--- src/rtl/sqw_pkg.sv ---
package sqw_pkg;
  localparam int unsigned DEF_CH    = 4;
  localparam int unsigned DEF_ACC_W = 24;

  typedef enum logic [1:0] {
    ACT_HOLD  = 2'd0,
    ACT_CLEAR = 2'd1,
    ACT_STEP  = 2'd2
  } ch_action_e;

  function automatic ch_action_e pick_action(input logic enable, input logic tick);
    if (!enable)   return ACT_CLEAR;
    else if (tick) return ACT_STEP;
    else           return ACT_HOLD;
  endfunction
endpackage

--- src/rtl/phase_acc.sv ---
module phase_acc #(
  parameter int unsigned ACC_W = 24
) (
  input  logic                 clk,
  input  logic                 rst,
  input  sqw_pkg::ch_action_e  act_i,
  input  logic [ACC_W-1:0]     step_i,
  output logic                 wrap_o
);
  logic [ACC_W-1:0] phase_q;
  logic [ACC_W:0]   sum;

  // Carry bit of the sum marks a wrap of the phase register.
  assign sum    = {1'b0, phase_q} + {1'b0, step_i};
  assign wrap_o = (act_i == sqw_pkg::ACT_STEP) && sum[ACC_W];

  always_ff @(posedge clk) begin
    if (rst) begin
      phase_q <= '0;
    end else begin
      case (act_i)
        sqw_pkg::ACT_CLEAR: phase_q <= '0;
        sqw_pkg::ACT_STEP:  phase_q <= sum[ACC_W-1:0];
        default:            phase_q <= phase_q;
      endcase
    end
  end
endmodule

--- src/rtl/toggle_out.sv ---
module toggle_out (
  input  logic clk,
  input  logic rst,
  input  logic clear_i,
  input  logic flip_i,
  output logic q_o
);
  always_ff @(posedge clk) begin
    if (rst || clear_i) q_o <= 1'b0;
    else if (flip_i)    q_o <= ~q_o;
  end
endmodule

--- src/rtl/sqwave_bank.sv ---
module sqwave_bank #(
  parameter int unsigned NUM_CH = sqw_pkg::DEF_CH,
  parameter int unsigned ACC_W  = sqw_pkg::DEF_ACC_W
) (
  input  logic                    clk,
  input  logic                    rst,
  input  logic                    tick_i,
  input  logic [NUM_CH*ACC_W-1:0] step_i,
  input  logic [NUM_CH-1:0]       en_i,
  output logic [NUM_CH-1:0]       wave_o
);
  localparam int unsigned STEP_BITS = NUM_CH * ACC_W;

  logic [NUM_CH-1:0] wrap;
  logic [NUM_CH-1:0] clr;

  for (genvar g = 0; g < NUM_CH; g++) begin : g_ch
    sqw_pkg::ch_action_e act;
    assign act    = sqw_pkg::pick_action(en_i[g], tick_i);
    assign clr[g] = (act == sqw_pkg::ACT_CLEAR);

    phase_acc #(.ACC_W(ACC_W)) u_acc (
      .clk    (clk),
      .rst    (rst),
      .act_i  (act),
      .step_i (step_i[g*ACC_W +: ACC_W]),
      .wrap_o (wrap[g])
    );

    toggle_out u_tog (
      .clk     (clk),
      .rst     (rst),
      .clear_i (clr[g]),
      .flip_i  (wrap[g]),
      .q_o     (wave_o[g])
    );
  end

  if (STEP_BITS == 0) begin : g_bad
    initial $error("sqwave_bank: empty step bus");
  end
endmodule

--- config.mk ---
export PLATFORM = sky130hd
export DESIGN_NAME = sqwave_bank
export DESIGN_NICKNAME = d
export VERILOG_FILES = /design/src/rtl/sqw_pkg.sv /design/src/rtl/phase_acc.sv /design/src/rtl/toggle_out.sv /design/src/rtl/sqwave_bank.sv
export SDC_FILE = /design/constraint.sdc
export NUM_CORES = 1
export LEC_CHECK = 0
export ABC_AREA = 1
export CORE_UTILIZATION = 30
export CTS_BUF_LIST = sky130_fd_sc_hd__clkbuf_16
export DETAILED_ROUTE_END_ITERATION = 8
export GPL_TIMING_DRIVEN = 0
export PLACE_DENSITY = 0.55
export SLEW_MARGIN = 20
export SYNTH_ARGS = -nofsm -noshare
export SYNTH_HDL_FRONTEND = slang
export SYNTH_HIERARCHICAL = 1
export SYNTH_SLANG_ARGS = --single-unit
--- constraint.sdc ---
create_clock -name clk -period 2.1 [get_ports clk]
set_input_delay 0.42 -clock clk [delete_from_list [all_inputs] [get_ports clk]]
set_output_delay 0.42 -clock clk [all_outputs]
set_load 0.01 [all_outputs]
# Yosys cells after proc, flatten, opt, wreduce, memory -nomap -nowiden
# Cells that the tools add are included.
# classes
n_mux	9
div_mod_pow	0
shifts	0
multipliers	0
n_addsub	4
bitwise_logic	4
reduce_logical	12
magnitude_cmp	0
eq_ne	8
# op_table
cell	count
$pmux W24 S2	4
$add A24 B24 Y25	4
$mux W2	5
$eq A2 B1 Y1 const B	4
$eq A2 B2 Y1 const B	4
$reduce_bool A2 Y1	4
$logic_and A1 B1 Y1	4
$logic_or A1 B1 Y1	4
$not A1 Y1	4
# totals
wordCells	45
output_inout_bits	4
latch_bits	0
input_bits	103
mem_count	0
regBits	100
romBits	0
mem_bits_rw	0

# Depth between registers and ports, before layout
# Gate-level depths: netlist of the first run.
# depth
depth_word	4
mapped_depth	16

# By module
# Netlist of the first run, hierarchy kept.
# by_module_without_submodules
mod	n_inst	cells_each	area_each_um2
phase_acc (g_ch[2].u_acc ...)	2	454	2630.0
phase_acc (g_ch[0].u_acc ...)	2	457	2577.5
toggle_out	4	6	41.3
sqwave_bank	1	16	60.1

# Least setup slack after synthesis of the first run
# Ideal clock, no wire load.
# synth_timing
path_kind	in2reg
startpoint	input step_i[0]
endpoint	register g_ch[0].u_tog.q_o
required_time_ns	1.986
cell_stages	14
arrival_time_ns	1.888
path_buffers	0
slack_ns	0.098
setup_ns	0.114
path_cell_list	ha_1 fa_1 nand2_1 nand2_1 nand3_1 nand2_1 nand2_1 nand3_1 nand3_1 nand2_1 nand2_1 inv_1 nor2_1 nor2_2
# synth_between
elab_chain_cells	2
# synth_rtl
item	line_no	source
start, declared	sqwave_bank.sv:8	input logic [NUM_CH*ACC_W-1:0] step_i,
$add A24 B24 Y25	phase_acc.sv:14	assign sum = {1'b0, phase_q} + {1'b0, step_i};
$logic_and A1 B1 Y1	phase_acc.sv:15	assign wrap_o = (act_i == sqw_pkg::ACT_STEP) && sum[ACC_W];
via wrap[0]	sqwave_bank.sv:14	logic [NUM_CH-1:0] wrap;
end signal, assigned	toggle_out.sv:10	else if (flip_i) q_o <= ~q_o;
end, declared	toggle_out.sv:6	output logic q_o
# The timed path passes the listed nets, and every way through them passes these cells.
# A chain may end at the register's enable or synchronous reset.

# Final worst setup path of the first run
# layout_timing
startpoint	input step_i[56]
endpoint	register g_ch[2].u_tog.q_o
# layout_between
elab_chain_cells	2
# layout_rtl
item	line_no
$add A24 B24 Y25	phase_acc.sv:14
$logic_and A1 B1 Y1	phase_acc.sv:15
via wrap[2]	sqwave_bank.sv:14
end signal, assigned	toggle_out.sv:10
end, declared	toggle_out.sv:6
# The timed path passes the listed nets, and every way through them passes these cells.

==> run_summary.xml, run 1 <==
<?xml version="1.0" encoding="UTF-8"?>
<metrics>
  <group name="outcome">
    <metric name="outcome" unit="">complete, no violations</metric>
  </group>
  <group name="floorplan">
    <metric name="std_cell_rows" unit="">68</metric>
    <metric name="die_y" unit="um">190</metric>
    <metric name="ios" unit="">107</metric>
    <metric name="initial_utilization" unit="%">30.7</metric>
    <metric name="die_area" unit="mm2">0.0362</metric>
    <metric name="floorplan.core_area" unit="mm2">0.0347</metric>
    <metric name="dieWidth" unit="um">190</metric>
  </group>
  <group name="logic_synthesis">
    <metric name="synth_seq_area_share" unit="%">18.8</metric>
    <metric name="synthXorXnorAreaFrac" unit="%">0</metric>
    <metric name="yosysWarningCount" unit="">6</metric>
    <metric name="main_combinational_cell_family_by_area_after_synthesis" unit="">simple AND/OR/NAND/NOR gates</metric>
    <metric name="ys_seq_elements" unit="">100</metric>
    <metric name="synthesis.area_per_instance" unit="um2">5.71</metric>
    <metric name="post_synth_fa_ha_maj_area_fraction" unit="%">12.5</metric>
    <metric name="synth-compound-area-share" unit="%">10.6</metric>
    <metric name="muxShareOfSynthArea" unit="%">0</metric>
    <metric name="syn-cell-area" unit="mm2">0.0106</metric>
    <metric name="syn_inst" unit="">1862</metric>
    <metric name="synth_nets" unit="">2069</metric>
    <metric name="synth_cell_type_count" unit="">28</metric>
    <metric name="post_synth_simple_gate_area" unit="%">45.2</metric>
  </group>
  <group name="routing">
    <metric name="number_of_antenna_violating_nets_in_the_routed_design" unit="">0</metric>
    <metric name="detailedRoute.firstPassIterationCount" unit="">5</metric>
    <metric name="routed_wire_length_per_instance" unit="um">13.0</metric>
    <metric name="post-route-drc-count" unit="">0</metric>
    <metric name="num_vias" unit="">11343</metric>
    <metric name="drt-total-wl" unit="um">31900</metric>
    <metric name="drt_via_density" unit="">4.62</metric>
    <metric name="drt_first_iter_violations" unit="">525</metric>
  </group>
  <group name="place">
    <metric name="io_buffer_count" unit="">106</metric>
    <metric name="pre_cts_ws" unit="ns">-0.722</metric>
    <metric name="estimated_wirelength_of_the_detail_placed_design" unit="um">25400</metric>
    <metric name="gp_routability_congestion" unit="">0.910</metric>
  </group>
  <group name="global_routing">
    <metric name="busiest_layer" unit="">met2</metric>
    <metric name="grt_util_met3" unit="%">3.18</metric>
    <metric name="grt_use_met2" unit="%">30.8</metric>
    <metric name="grt_overflow_total" unit="">0</metric>
    <metric name="grt_first_pass_wirelength" unit="um">52500</metric>
    <metric name="grtUsageTotal" unit="%">18.0</metric>
    <metric name="grt_max_degree" unit="">26</metric>
    <metric name="grt_antenna_before_repair" unit="">0</metric>
    <metric name="first_global_vias" unit="">10988</metric>
    <metric name="globalRouteMet1Util" unit="%">23.0</metric>
  </group>
  <group name="sta">
    <metric name="setup_total_negative_slack" unit="ns">0</metric>
    <metric name="slew_viols_final" unit="">0</metric>
    <metric name="max_freq" unit="MHz">487</metric>
    <metric name="finalWorstPathRequiredPeriod" unit="ns">2.05</metric>
    <metric name="final_number_of_setup_violating_endpoints" unit="">0</metric>
    <metric name="timing.final.crit_share" unit="%">97.7</metric>
    <metric name="max_slew_margin" unit="%">61.2</metric>
    <metric name="tightestPinTransition" unit="ns">0.582</metric>
    <metric name="worst_clock_skew" unit="ns">0.0100</metric>
    <metric name="final_critical_path_setup_slack" unit="ns">0.0476</metric>
    <metric name="timing.final.hold_violations" unit="">0</metric>
  </group>
  <group name="worst_setup_path">
    <metric name="timing.rr.end" unit="">g_ch[1].u_tog/q_o$_SDFFE_PP0P_</metric>
    <metric name="worstReg2RegStart" unit="">g_ch[1].u_acc/phase_q[0]$_SDFFE_PP0P_</metric>
    <metric name="worstSetupStartpoint" unit="">step_i[56]</metric>
    <metric name="worst_ep_arrival_time" unit="ns">2.34</metric>
    <metric name="ff2ff_setup_slack" unit="ns">0.11</metric>
    <metric name="timing.critical_path.cells" unit="">clkdlybuf4s50_1 -&gt; ha_4 -&gt; nand2_4 -&gt; nor2_4 -&gt; nand2_1 -&gt; nor2_2 -&gt; nand2_4 -&gt; nand3_2 -&gt; nand3_1 -&gt; nand2_2 -&gt; nand2_2 -&gt; inv_1 -&gt; nand2_1 -&gt; nand2_1 -&gt; nor2_2</metric>
    <metric name="rr_worst_depth" unit="">14</metric>
    <metric name="setup.worst_path.end_class" unit="">flop</metric>
    <metric name="critPathMaxStageDelay" unit="ns">0.46</metric>
    <metric name="worstPathRequired" unit="ns">2.39</metric>
    <metric name="critical_path.slowest_cell" unit="">sky130_fd_sc_hd__clkdlybuf4s50_1</metric>
    <metric name="timing.critical_path.from_type" unit="">primary input</metric>
    <metric name="worst_path_most_repeated_cell" unit="">sky130_fd_sc_hd__nand2_1</metric>
    <metric name="timing.critical_path.fanout_max" unit="">5</metric>
    <metric name="cp_num_cells" unit="">15</metric>
    <metric name="crit_family" unit="">simple AND/OR/NAND/NOR gates</metric>
    <metric name="endpoint" unit="">g_ch[2].u_tog/q_o$_SDFFE_PP0P_</metric>
    <metric name="timing_worst_setup_path_type" unit="">primary input to flop</metric>
    <metric name="critPathBufInv" unit="">2</metric>
  </group>
  <group name="pwr">
    <metric name="finalPower" unit="mW">5.28</metric>
    <metric name="switching_share" unit="%">32.3</metric>
    <metric name="power.leakage" unit="nW">6.69</metric>
    <metric name="p_int" unit="mW">3.57</metric>
    <metric name="peakVddDrop" unit="uV">410</metric>
    <metric name="clkPwrFrac" unit="%">36.6</metric>
    <metric name="comb_power_share" unit="%">26.3</metric>
    <metric name="total_switching_power" unit="mW">1.70</metric>
    <metric name="p_per_area" unit="mW/mm2">382</metric>
    <metric name="p_seq_share" unit="%">37.1</metric>
  </group>
  <group name="clock_network">
    <metric name="clockRootBuffer" unit="">sky130_fd_sc_hd__clkbuf_16</metric>
    <metric name="cts_inserted_buffers" unit="">9</metric>
    <metric name="clkLatencyLatePin" unit="ns">0.39</metric>
    <metric name="clk_path_buf_depth" unit="">2</metric>
    <metric name="cts_hold_buf" unit="">0</metric>
    <metric name="clock_sinks" unit="">100</metric>
    <metric name="h-tree-depth" unit="">3</metric>
    <metric name="clk_pin_slew_worst_paths" unit="ns">0.08</metric>
    <metric name="cts_tree" unit="">done</metric>
  </group>
  <group name="job">
    <metric name="drv_cap" unit="">0</metric>
  </group>
  <group name="final_layout">
    <metric name="final.fill_count" unit="">3838</metric>
    <metric name="diodes_inserted" unit="">0</metric>
    <metric name="fin_util" unit="%">39.8</metric>
    <metric name="layout.cells.most_common" unit="">sky130_fd_sc_hd__nand2_1</metric>
    <metric name="layout_cells_sized_above_1" unit="%">14.1</metric>
    <metric name="layout.cells.most_common_list" unit="">sky130_fd_sc_hd__nand2_1 (690), sky130_fd_sc_hd__inv_1 (316), sky130_fd_sc_hd__a21oi_1 (135)</metric>
    <metric name="final_layout_net_count" unit="">2202</metric>
    <metric name="areaGrowthSynthToFinish" unit="%">29.8</metric>
  </group>
  <group name="min_path">
    <metric name="holdCritPathClass" unit="">primary input to flop</metric>
  </group>
</metrics>
## Yosys cell counts, drive strengths merged
library cell	number	area share (%)
a21boi	26	1.8
a21oi	144	7.0
buf	22	1.1
clkbuf	6	0.21
dfxtp	100	19
fa	4	0.75
ha	100	12
inv	328	12
nand2	742	27
nand3	138	7.0
nand3b	24	1.9
nand4	24	1.5
nor2	144	6.5
nor3	16	0.85
o21ai	34	1.7
or2	10	0.59
## stage by stage
step	hold WS (ns)	instances	area (um2)
6_report	0.353	2455	13800
5_1_grt	0.352	2455	13800
2_1_floorplan	0.434	1862	10600
3_3_place_gp	0.448	2423	12300
4_1_cts	0.331	2441	12700
3_5_place_dp	0.459	2424	12300
## what timing repair did
item                       CTS  global route
setup buffers                1            14
setup endpoints to repair   22            20
pin swaps                    2            25
resized for setup           29           157
gates cloned                 0             0
## worst register-to-register path: stages, from the launching register on
cell	delay, ns
sky130_fd_sc_hd__dfxtp_1	0.33
sky130_fd_sc_hd__ha_4	0.19
sky130_fd_sc_hd__fa_2	0.41
sky130_fd_sc_hd__nand2_1	0.09
sky130_fd_sc_hd__nand2_1	0.09
sky130_fd_sc_hd__nand3_2	0.11
sky130_fd_sc_hd__nand2_4	0.08
sky130_fd_sc_hd__nand2_2	0.09
sky130_fd_sc_hd__nand3_1	0.10
sky130_fd_sc_hd__nand3_1	0.10
sky130_fd_sc_hd__nand2_2	0.07
sky130_fd_sc_hd__nand2_1	0.06
sky130_fd_sc_hd__inv_1	0.05
sky130_fd_sc_hd__nor2_1	0.10
sky130_fd_sc_hd__nor2_2	0.05
## worst min path at each step
stage                                                 from                                endpoint  slack (ns)  depth (start not counted)
floorplan           g_ch[2].u_acc/phase_q[11]$_SDFFE_PP0P_  g_ch[2].u_acc/phase_q[11]$_SDFFE_PP0P_        0.43                          2
global placement    g_ch[3].u_acc/phase_q[11]$_SDFFE_PP0P_  g_ch[3].u_acc/phase_q[11]$_SDFFE_PP0P_        0.45                          2
detailed placement  g_ch[0].u_acc/phase_q[20]$_SDFFE_PP0P_  g_ch[0].u_acc/phase_q[20]$_SDFFE_PP0P_        0.46                          2
CTS                                                    rst          g_ch[1].u_tog/q_o$_SDFFE_PP0P_        0.33                          4
global route                                           rst          g_ch[1].u_tog/q_o$_SDFFE_PP0P_        0.35                          4
finish                                                 rst          g_ch[1].u_tog/q_o$_SDFFE_PP0P_        0.35                          4
## metal layers
metal	vias up	routed length [um]	share of wire [%]
met4	0	635	2.0
met5	-	0	0
met3	43	1050	3.3
met2	170	14800	46
met1	5042	15400	48
li1	6088	-	-
## layout make-up
cell class / instances / area (um2) / area share [%]
Multi-Input combinational cell: 1406 / 8300 / 60.1
Sequential cell: 100 / 2000 / 14.5
Timing Repair Buffer: 122 / 1240 / 8.96
Inverter: 328 / 1230 / 8.92
Tap cell: 455 / 569 / 4.12
Clock buffer: 9 / 225 / 1.63
Buffer: 28 / 155 / 1.12
Clock inverter: 7 / 90.1 / 0.652
## cells by family after synthesis
kind of cell               Yosys count
DFF                                100
adders and majority gates          104
AOI/OAI and AO/OA                  204
and+or+nand+nor                   1098
buffers and inverters              356
## registers in the layout (all words and copies together), names as in the netlist
signal              flops
g_ch.u_tog/q_o          4
g_ch.u_acc/phase_q     96
## power groups by stage
stage / combinational (mW) / sequential [mW] / clock [mW]
after floorplan: 0.766 / 1.99 / 0
after detailed placement: 1.22 / 1.99 / 0
after CTS: 1.24 / 1.95 / 2.05
final: 1.39 / 1.96 / 1.93
after global routing: 1.55 / 1.96 / 2.11
after global placement: 1.21 / 1.99 / 0
Power figures use the tool's default switching activity.
==> run 2, diff against run 1 <==
--- a/config.mk
+++ b/config.mk
@@ -9,8 +9,10 @@
 export CORE_UTILIZATION = 30
 export CTS_BUF_LIST = sky130_fd_sc_hd__clkbuf_16
 export DETAILED_ROUTE_END_ITERATION = 8
+export GPL_ROUTABILITY_DRIVEN = 0
 export GPL_TIMING_DRIVEN = 0
 export PLACE_DENSITY = 0.55
+export SKIP_LAST_GASP = 1
 export SLEW_MARGIN = 20
 export SYNTH_ARGS = -nofsm -noshare
 export SYNTH_HDL_FRONTEND = slang
==> run_summary.xml, run 2 (synthesis results as in run 1) <==
<?xml version="1.0" encoding="UTF-8"?>
<metrics>
  <group name="final_layout">
    <metric name="layout.cells.most_common_list" unit="">sky130_fd_sc_hd__nand2_1 (689), sky130_fd_sc_hd__inv_1 (317), sky130_fd_sc_hd__a21oi_1 (134)</metric>
    <metric name="largest-register" unit="">g_ch.u_acc/phase_q</metric>
    <metric name="final_layout_net_count" unit="">2207</metric>
    <metric name="layout_cells_sized_above_1" unit="%">14.5</metric>
    <metric name="areaGrowthSynthToFinish" unit="%">31.5</metric>
    <metric name="fin_util" unit="%">40.3</metric>
    <metric name="layout.cells.most_common" unit="">sky130_fd_sc_hd__nand2_1</metric>
    <metric name="largest_reg_flops" unit="">96</metric>
    <metric name="largest_registers" unit="">g_ch.u_acc/phase_q: 96 flops, g_ch.u_tog/q_o: 4 flops</metric>
  </group>
  <group name="sta">
    <metric name="max_slew_margin" unit="%">60.5</metric>
    <metric name="max_freq" unit="MHz">479</metric>
    <metric name="finalWorstPathRequiredPeriod" unit="ns">2.09</metric>
    <metric name="final_critical_path_setup_slack" unit="ns">0.0114</metric>
    <metric name="slew_viols_final" unit="">0</metric>
    <metric name="tightestPinTransition" unit="ns">0.592</metric>
    <metric name="worst_clock_skew" unit="ns">0.00967</metric>
    <metric name="timing.final.crit_share" unit="%">99.5</metric>
    <metric name="grt_setup_unrepaired" unit="">yes</metric>
    <metric name="timing.final.hold_violations" unit="">0</metric>
    <metric name="final_number_of_setup_violating_endpoints" unit="">0</metric>
  </group>
  <group name="routing">
    <metric name="post-route-drc-count" unit="">0</metric>
    <metric name="num_vias" unit="">11429</metric>
    <metric name="drt_first_iter_violations" unit="">510</metric>
    <metric name="drt_via_density" unit="">4.64</metric>
    <metric name="routed_wire_length_per_instance" unit="um">13.1</metric>
    <metric name="detailedRoute.firstPassIterationCount" unit="">5</metric>
    <metric name="drt-total-wl" unit="um">32300</metric>
    <metric name="number_of_antenna_violating_nets_in_the_routed_design" unit="">0</metric>
  </group>
  <group name="clock_network">
    <metric name="clock_sinks" unit="">100</metric>
    <metric name="cts_tree" unit="">done</metric>
    <metric name="cts_hold_buf" unit="">0</metric>
    <metric name="clkLatencyLatePin" unit="ns">0.38</metric>
    <metric name="clk_path_buf_depth" unit="">2</metric>
    <metric name="h-tree-depth" unit="">3</metric>
    <metric name="cts_inserted_buffers" unit="">9</metric>
    <metric name="clk_pin_slew_worst_paths" unit="ns">0.08</metric>
    <metric name="clockRootBuffer" unit="">sky130_fd_sc_hd__clkbuf_16</metric>
  </group>
  <group name="floorplan">
    <metric name="dieWidth" unit="um">190</metric>
    <metric name="std_cell_rows" unit="">68</metric>
    <metric name="die_y" unit="um">190</metric>
    <metric name="floorplan.core_area" unit="mm2">0.0347</metric>
    <metric name="ios" unit="">107</metric>
    <metric name="die_area" unit="mm2">0.0362</metric>
    <metric name="initial_utilization" unit="%">30.7</metric>
  </group>
  <group name="place">
    <metric name="pre_cts_ws" unit="ns">-0.738</metric>
    <metric name="estimated_wirelength_of_the_detail_placed_design" unit="um">25300</metric>
    <metric name="io_buffer_count" unit="">106</metric>
  </group>
  <group name="worst_setup_path">
    <metric name="timing.critical_path.fanout_max" unit="">4</metric>
    <metric name="setup.worst_path.end_class" unit="">flop</metric>
    <metric name="timing_worst_setup_path_type" unit="">primary input to flop</metric>
    <metric name="worst_ep_arrival_time" unit="ns">2.36</metric>
    <metric name="timing.critical_path.from_type" unit="">primary input</metric>
    <metric name="ff2ff_setup_slack" unit="ns">0.08</metric>
    <metric name="worstPathRequired" unit="ns">2.37</metric>
    <metric name="rr_worst_depth" unit="">14</metric>
    <metric name="timing.rr.end" unit="">g_ch[1].u_tog/q_o$_SDFFE_PP0P_</metric>
    <metric name="worstReg2RegStart" unit="">g_ch[1].u_acc/phase_q[0]$_SDFFE_PP0P_</metric>
  </group>
  <group name="global_routing">
    <metric name="grt_antenna_before_repair" unit="">0</metric>
    <metric name="grt_max_degree" unit="">25</metric>
    <metric name="grt_overflow_total" unit="">0</metric>
    <metric name="grtUsageTotal" unit="%">17.8</metric>
    <metric name="grt_first_pass_wirelength" unit="um">52200</metric>
    <metric name="first_global_vias" unit="">10943</metric>
  </group>
  <group name="job">
    <metric name="drv_cap" unit="">0</metric>
  </group>
  <group name="pwr">
    <metric name="power.leakage" unit="nW">6.76</metric>
    <metric name="p_per_area" unit="mW/mm2">386</metric>
    <metric name="peakVddDrop" unit="uV">372</metric>
    <metric name="finalPower" unit="mW">5.41</metric>
  </group>
  <group name="min_path">
    <metric name="hold_depth" unit="">4</metric>
    <metric name="hold-path-endpoint" unit="">g_ch[3].u_tog/q_o$_SDFFE_PP0P_</metric>
    <metric name="timing.hold.worst.start" unit="">rst</metric>
    <metric name="holdCritPathClass" unit="">primary input to flop</metric>
  </group>
  <group name="outcome">
    <metric name="outcome" unit="">complete, no violations</metric>
  </group>
</metrics>
## run 2: cell count changes in the layout (fill, tap and decap cells not counted), sizes merged
cell           before  now
dlymetal6s2s       21   27
buf                39   44
clkdlybuf4s50      81   76
bufinv              2    3
clkinv              2    3
clkinvlp            1    0
diode               0    1
dlygate4sd2         3    2
inv               330  329
## run 2: layout make-up
class                   instances  area [um2]
multi-input cells            1406        8420
plain buffers                  28         151
clock inverters                 7         106
diodes                          1        2.50
well taps                     455         569
flip-flops and latches        100        2000
clock buffers                   9         225
fillers                      3764       20700
inverters                     328        1230
repair buffers                127        1290
## run 2: worst max path at each step
stage / from / end / slack [ns] / depth (start not counted)
after detailed placement: step_i[24] / g_ch[1].u_tog/q_o$_SDFFE_PP0P_ / -0.74 / 15
after floorplan: step_i[0] / g_ch[0].u_tog/q_o$_SDFFE_PP0P_ / 0.1 / 14
after global placement: rst / g_ch[0].u_acc/phase_q[20]$_SDFFE_PP0P_ / -0.72 / 3
after global routing: step_i[25] / g_ch[1].u_tog/q_o$_SDFFE_PP0P_ / -0.11 / 15
final: step_i[25] / g_ch[1].u_tog/q_o$_SDFFE_PP0P_ / 0.01 / 14
after CTS: step_i[24] / g_ch[1].u_tog/q_o$_SDFFE_PP0P_ / -0.15 / 15
## run 2: where the power goes
group | total (mW) | internal, mW | switching (mW)
clock | 2.03 | 1.15 | 0.871
combinational | 1.42 | 0.621 | 0.802
sequential | 1.96 | 1.93 | 0.0305
total | 5.41 | 3.70 | 1.70
## run 2: critical path, cell delays in order
cell                              delay [ns]
sky130_fd_sc_hd__clkdlybuf4s50_1        0.48
sky130_fd_sc_hd__fa_2                   0.44
sky130_fd_sc_hd__nand2_1                0.09
sky130_fd_sc_hd__nand2_1                0.09
sky130_fd_sc_hd__nand3_2                0.10
sky130_fd_sc_hd__nand2_2                0.10
sky130_fd_sc_hd__nand2_2                0.10
sky130_fd_sc_hd__nand3_1                0.10
sky130_fd_sc_hd__nand3_1                0.08
sky130_fd_sc_hd__nand2_1                0.09
sky130_fd_sc_hd__nand2_1                0.07
sky130_fd_sc_hd__inv_1                  0.04
sky130_fd_sc_hd__nor2_1                 0.10
sky130_fd_sc_hd__nor2_2                 0.05
## run 2: timing repair
| action | 4_1_cts | 5_1_grt |
|---|---|---|
| setup endpoints to repair | 25 | 28 |
| resized for setup | 34 | 162 |
| pin swaps | 4 | 27 |
| buffers inserted | 4 | 16 |
## run 2: metal layers
layer	GRT usage [%]	part of all wire, %
met5	0	0
met4	3.88	1.4
met3	3.18	3.6
met2	30.9	47
met1	22.8	48
## run 2: through the flow
stage / hold WS (ns) / setup TNS, ns / area, um2 / std cells
CTS: 0.365 / -0.152 / 12800 / 2444
global route: 0.389 / -0.149 / 14000 / 2460
finish: 0.396 / 0 / 14000 / 2461
floorplan: 0.434 / 0 / 10600 / 1862
global placement: 0.448 / -58.32 / 12300 / 2423
detailed placement: 0.453 / -39.83 / 12300 / 2424
==> run 3, diff against run 2 <==
--- a/config.mk
+++ b/config.mk
@@ -6,12 +6,13 @@
 export NUM_CORES = 1
 export LEC_CHECK = 0
 export ABC_AREA = 1
-export CORE_UTILIZATION = 30
+export CAP_MARGIN = 5
+export CORE_UTILIZATION = 40
 export CTS_BUF_LIST = sky130_fd_sc_hd__clkbuf_16
 export DETAILED_ROUTE_END_ITERATION = 8
 export GPL_ROUTABILITY_DRIVEN = 0
 export GPL_TIMING_DRIVEN = 0
-export PLACE_DENSITY = 0.55
+export PLACE_DENSITY = 0.67
 export SKIP_LAST_GASP = 1
 export SLEW_MARGIN = 20
 export SYNTH_ARGS = -nofsm -noshare
==> run_summary.xml, run 3 (synthesis results as in run 1) <==
<?xml version="1.0" encoding="UTF-8"?>
<metrics>
  <group name="worst_setup_path">
    <metric name="worstPathRequired" unit="ns">2.36</metric>
    <metric name="ff2ff_setup_slack" unit="ns">0.10</metric>
    <metric name="setup.worst_path.end_class" unit="">flop</metric>
    <metric name="timing.rr.end" unit="">g_ch[1].u_tog/q_o$_SDFFE_PP0P_</metric>
    <metric name="timing.critical_path.fanout_max" unit="">5</metric>
    <metric name="worstReg2RegStart" unit="">g_ch[1].u_acc/phase_q[0]$_SDFFE_PP0P_</metric>
    <metric name="worst_ep_arrival_time" unit="ns">2.30</metric>
    <metric name="timing.critical_path.from_type" unit="">primary input</metric>
    <metric name="rr_worst_depth" unit="">15</metric>
    <metric name="timing_worst_setup_path_type" unit="">primary input to flop</metric>
  </group>
  <group name="sta">
    <metric name="max_slew_margin" unit="%">62.0</metric>
    <metric name="timing.final.hold_violations" unit="">0</metric>
    <metric name="tightestPinTransition" unit="ns">0.570</metric>
    <metric name="grt_setup_unrepaired" unit="">yes</metric>
    <metric name="slew_viols_final" unit="">0</metric>
    <metric name="setup_total_negative_slack" unit="ns">0</metric>
    <metric name="finalWorstPathRequiredPeriod" unit="ns">2.03</metric>
    <metric name="worst_clock_skew" unit="ns">0.0111</metric>
    <metric name="final_number_of_setup_violating_endpoints" unit="">0</metric>
    <metric name="hold_ws" unit="ns">0.472</metric>
    <metric name="max_freq" unit="MHz">492</metric>
    <metric name="timing.final.crit_share" unit="%">96.9</metric>
  </group>
  <group name="floorplan">
    <metric name="die_area" unit="mm2">0.0273</metric>
    <metric name="floorplan.core_area" unit="mm2">0.0261</metric>
    <metric name="initial_utilization" unit="%">40.8</metric>
    <metric name="die_y" unit="um">165</metric>
    <metric name="ios" unit="">107</metric>
    <metric name="std_cell_rows" unit="">59</metric>
    <metric name="dieWidth" unit="um">165</metric>
  </group>
  <group name="clock_network">
    <metric name="clk_path_buf_depth" unit="">2</metric>
    <metric name="clockRootBuffer" unit="">sky130_fd_sc_hd__clkbuf_16</metric>
    <metric name="clk_pin_slew_worst_paths" unit="ns">0.08</metric>
    <metric name="cts_inserted_buffers" unit="">9</metric>
    <metric name="clock_sinks" unit="">100</metric>
    <metric name="cts_hold_buf" unit="">0</metric>
    <metric name="cts_tree" unit="">done</metric>
    <metric name="h-tree-depth" unit="">3</metric>
    <metric name="clkLatencyLatePin" unit="ns">0.37</metric>
  </group>
  <group name="routing">
    <metric name="post-route-drc-count" unit="">0</metric>
    <metric name="number_of_antenna_violating_nets_in_the_routed_design" unit="">0</metric>
    <metric name="drt-total-wl" unit="um">30200</metric>
    <metric name="detailedRoute.firstPassIterationCount" unit="">6</metric>
    <metric name="drt_via_density" unit="">4.90</metric>
    <metric name="drt_first_iter_violations" unit="">695</metric>
    <metric name="num_vias" unit="">11428</metric>
    <metric name="routed_wire_length_per_instance" unit="um">13.0</metric>
  </group>
  <group name="pwr">
    <metric name="total_switching_power" unit="mW">1.69</metric>
    <metric name="p_int" unit="mW">3.34</metric>
    <metric name="peakVddDrop" unit="uV">307</metric>
    <metric name="power.leakage" unit="nW">6.57</metric>
    <metric name="p_per_area" unit="mW/mm2">373</metric>
    <metric name="finalPower" unit="mW">5.03</metric>
    <metric name="p_seq_share" unit="%">38.9</metric>
    <metric name="comb_power_share" unit="%">27.1</metric>
    <metric name="switching_share" unit="%">33.6</metric>
    <metric name="clkPwrFrac" unit="%">34.0</metric>
  </group>
  <group name="global_routing">
    <metric name="grt_overflow_total" unit="">0</metric>
    <metric name="grt_first_pass_wirelength" unit="um">47600</metric>
    <metric name="grtUsageTotal" unit="%">21.8</metric>
    <metric name="first_global_vias" unit="">10255</metric>
    <metric name="grt_max_degree" unit="">27</metric>
    <metric name="grt_antenna_before_repair" unit="">1</metric>
  </group>
  <group name="outcome">
    <metric name="outcome" unit="">complete, no violations</metric>
  </group>
  <group name="final_layout">
    <metric name="multi_input_combinational_cell_area" unit="mm2">0.00819</metric>
    <metric name="final.fill_count" unit="">2696</metric>
    <metric name="fin_area" unit="mm2">0.0135</metric>
    <metric name="largest_reg_flops" unit="">96</metric>
    <metric name="layout.cells.most_common_list" unit="">sky130_fd_sc_hd__nand2_1 (691), sky130_fd_sc_hd__inv_1 (317), sky130_fd_sc_hd__a21oi_1 (134)</metric>
    <metric name="areaGrowthSynthToFinish" unit="%">26.6</metric>
    <metric name="seq_area" unit="mm2">0.00200</metric>
    <metric name="largest-register" unit="">g_ch.u_acc/phase_q</metric>
    <metric name="final_instance_count_without_filler_cells" unit="">2334</metric>
    <metric name="layout_cells_sized_above_1" unit="%">13.6</metric>
    <metric name="layout.cells.most_common" unit="">sky130_fd_sc_hd__nand2_1</metric>
    <metric name="largest_registers" unit="">g_ch.u_acc/phase_q: 96 flops, g_ch.u_tog/q_o: 4 flops</metric>
    <metric name="final_layout_net_count" unit="">2200</metric>
  </group>
  <group name="min_path">
    <metric name="hold_depth" unit="">2</metric>
    <metric name="timing.hold.worst.start" unit="">g_ch[2].u_acc/phase_q[3]$_SDFFE_PP0P_</metric>
    <metric name="hold-path-endpoint" unit="">g_ch[2].u_acc/phase_q[3]$_SDFFE_PP0P_</metric>
    <metric name="holdCritPathClass" unit="">flop to flop</metric>
  </group>
  <group name="place">
    <metric name="io_buffer_count" unit="">106</metric>
    <metric name="estimated_wirelength_of_the_detail_placed_design" unit="um">23600</metric>
    <metric name="placement.cell_area" unit="mm2">0.0121</metric>
    <metric name="place.detailed.instances" unit="">2304</metric>
  </group>
  <group name="job">
    <metric name="drv_cap" unit="">0</metric>
  </group>
</metrics>
[run 3: changes by cell type in the layout (fill, tap and decap cells not counted), moves of 2 or more]
cell                              delta
sky130_fd_sc_hd__clkinv_1            -2
sky130_fd_sc_hd__ha_4               -21
sky130_fd_sc_hd__ha_1               +15
sky130_fd_sc_hd__nand2_2             -3
sky130_fd_sc_hd__clkdlybuf4s50_1    +18
sky130_fd_sc_hd__bufinv_16           -3
sky130_fd_sc_hd__buf_4               -6
sky130_fd_sc_hd__dlymetal6s2s_1     -17
sky130_fd_sc_hd__nand3_1             -2
sky130_fd_sc_hd__clkinv_4            +4
sky130_fd_sc_hd__nand2_1             +2
sky130_fd_sc_hd__clkinvlp_4          +2
sky130_fd_sc_hd__ha_2                +6
[run 3: area by class of cell]
type	count	share of cell area [%]
antenna	1	0.0186
multi-input combinational	1406	60.8
timing repair buffer	120	8.89
tap	335	3.11
clock inverter	7	0.455
inverter	328	9.14
sequential	100	14.9
clock buffer	9	1.67
buffer	28	1.10
[run 3: metrics by stage]
stage,worst slack [ns],util (%)
2_1_floorplan,0.0976,-
3_3_place_gp,-0.637,46.5
3_5_place_dp,-0.652,46.6
4_1_cts,-0.111,48.0
5_1_grt,-0.0682,51.7
6_report,0.0660,51.7
[run 3: metal layers]
layer  global-route usage [%]  vias to the layer above  part of all wire [%]
met5                        0                        -                     0
met4                     4.50                        0                   1.2
met3                     2.92                       29                   4.2
met2                     37.8                      219                    47
met1                     28.5                     5078                    47
li1                         -                     6102                     -
[run 3: what timing repair did]
action | 4_1_cts | 5_1_grt
pin swaps | 2 | 13
setup endpoints to repair | 25 | 21
buffers inserted | 3 | 10
gates resized for setup | 21 | 135
gates cloned | 0 | 0
[run 3: worst max-delay path by stage]
stage                           from                        endpoint  depth (start not counted)
after CTS                 step_i[24]  g_ch[1].u_tog/q_o$_SDFFE_PP0P_                         15
final                     step_i[11]  g_ch[0].u_tog/q_o$_SDFFE_PP0P_                         15
after floorplan            step_i[0]  g_ch[0].u_tog/q_o$_SDFFE_PP0P_                         14
after detailed placement  step_i[24]  g_ch[1].u_tog/q_o$_SDFFE_PP0P_                         15
after global routing      step_i[11]  g_ch[0].u_tog/q_o$_SDFFE_PP0P_                         15
after global placement     step_i[0]  g_ch[0].u_tog/q_o$_SDFFE_PP0P_                         15
[run 3: critical path, cell delays in order]
cell and delay, ns:
sky130_fd_sc_hd__clkdlybuf4s50_1 0.48, sky130_fd_sc_hd__ha_4 0.33, sky130_fd_sc_hd__nand2_2 0.10, sky130_fd_sc_hd__nor2_4 0.13
sky130_fd_sc_hd__nand2_1 0.08, sky130_fd_sc_hd__nor2_2 0.18, sky130_fd_sc_hd__nand2_4 0.07, sky130_fd_sc_hd__nand3_2 0.08
sky130_fd_sc_hd__nand3_2 0.06, sky130_fd_sc_hd__nand2_1 0.07, sky130_fd_sc_hd__nand2_1 0.05, sky130_fd_sc_hd__inv_1 0.08
sky130_fd_sc_hd__nand2_1 0.06, sky130_fd_sc_hd__nand2_1 0.08, sky130_fd_sc_hd__nor2_2 0.04
[run 3: power by group through the flow]
| stage | registers [mW] | logic [mW] | clock network (mW) |
|---|---|---|---|
| after floorplan | 1.99 | 0.766 | 0 |
| after global routing | 1.96 | 1.51 | 1.86 |
| after detailed placement | 1.99 | 1.20 | 0 |
| after global placement | 1.99 | 1.18 | 0 |
| final | 1.96 | 1.37 | 1.71 |
| after CTS | 1.95 | 1.21 | 1.78 |
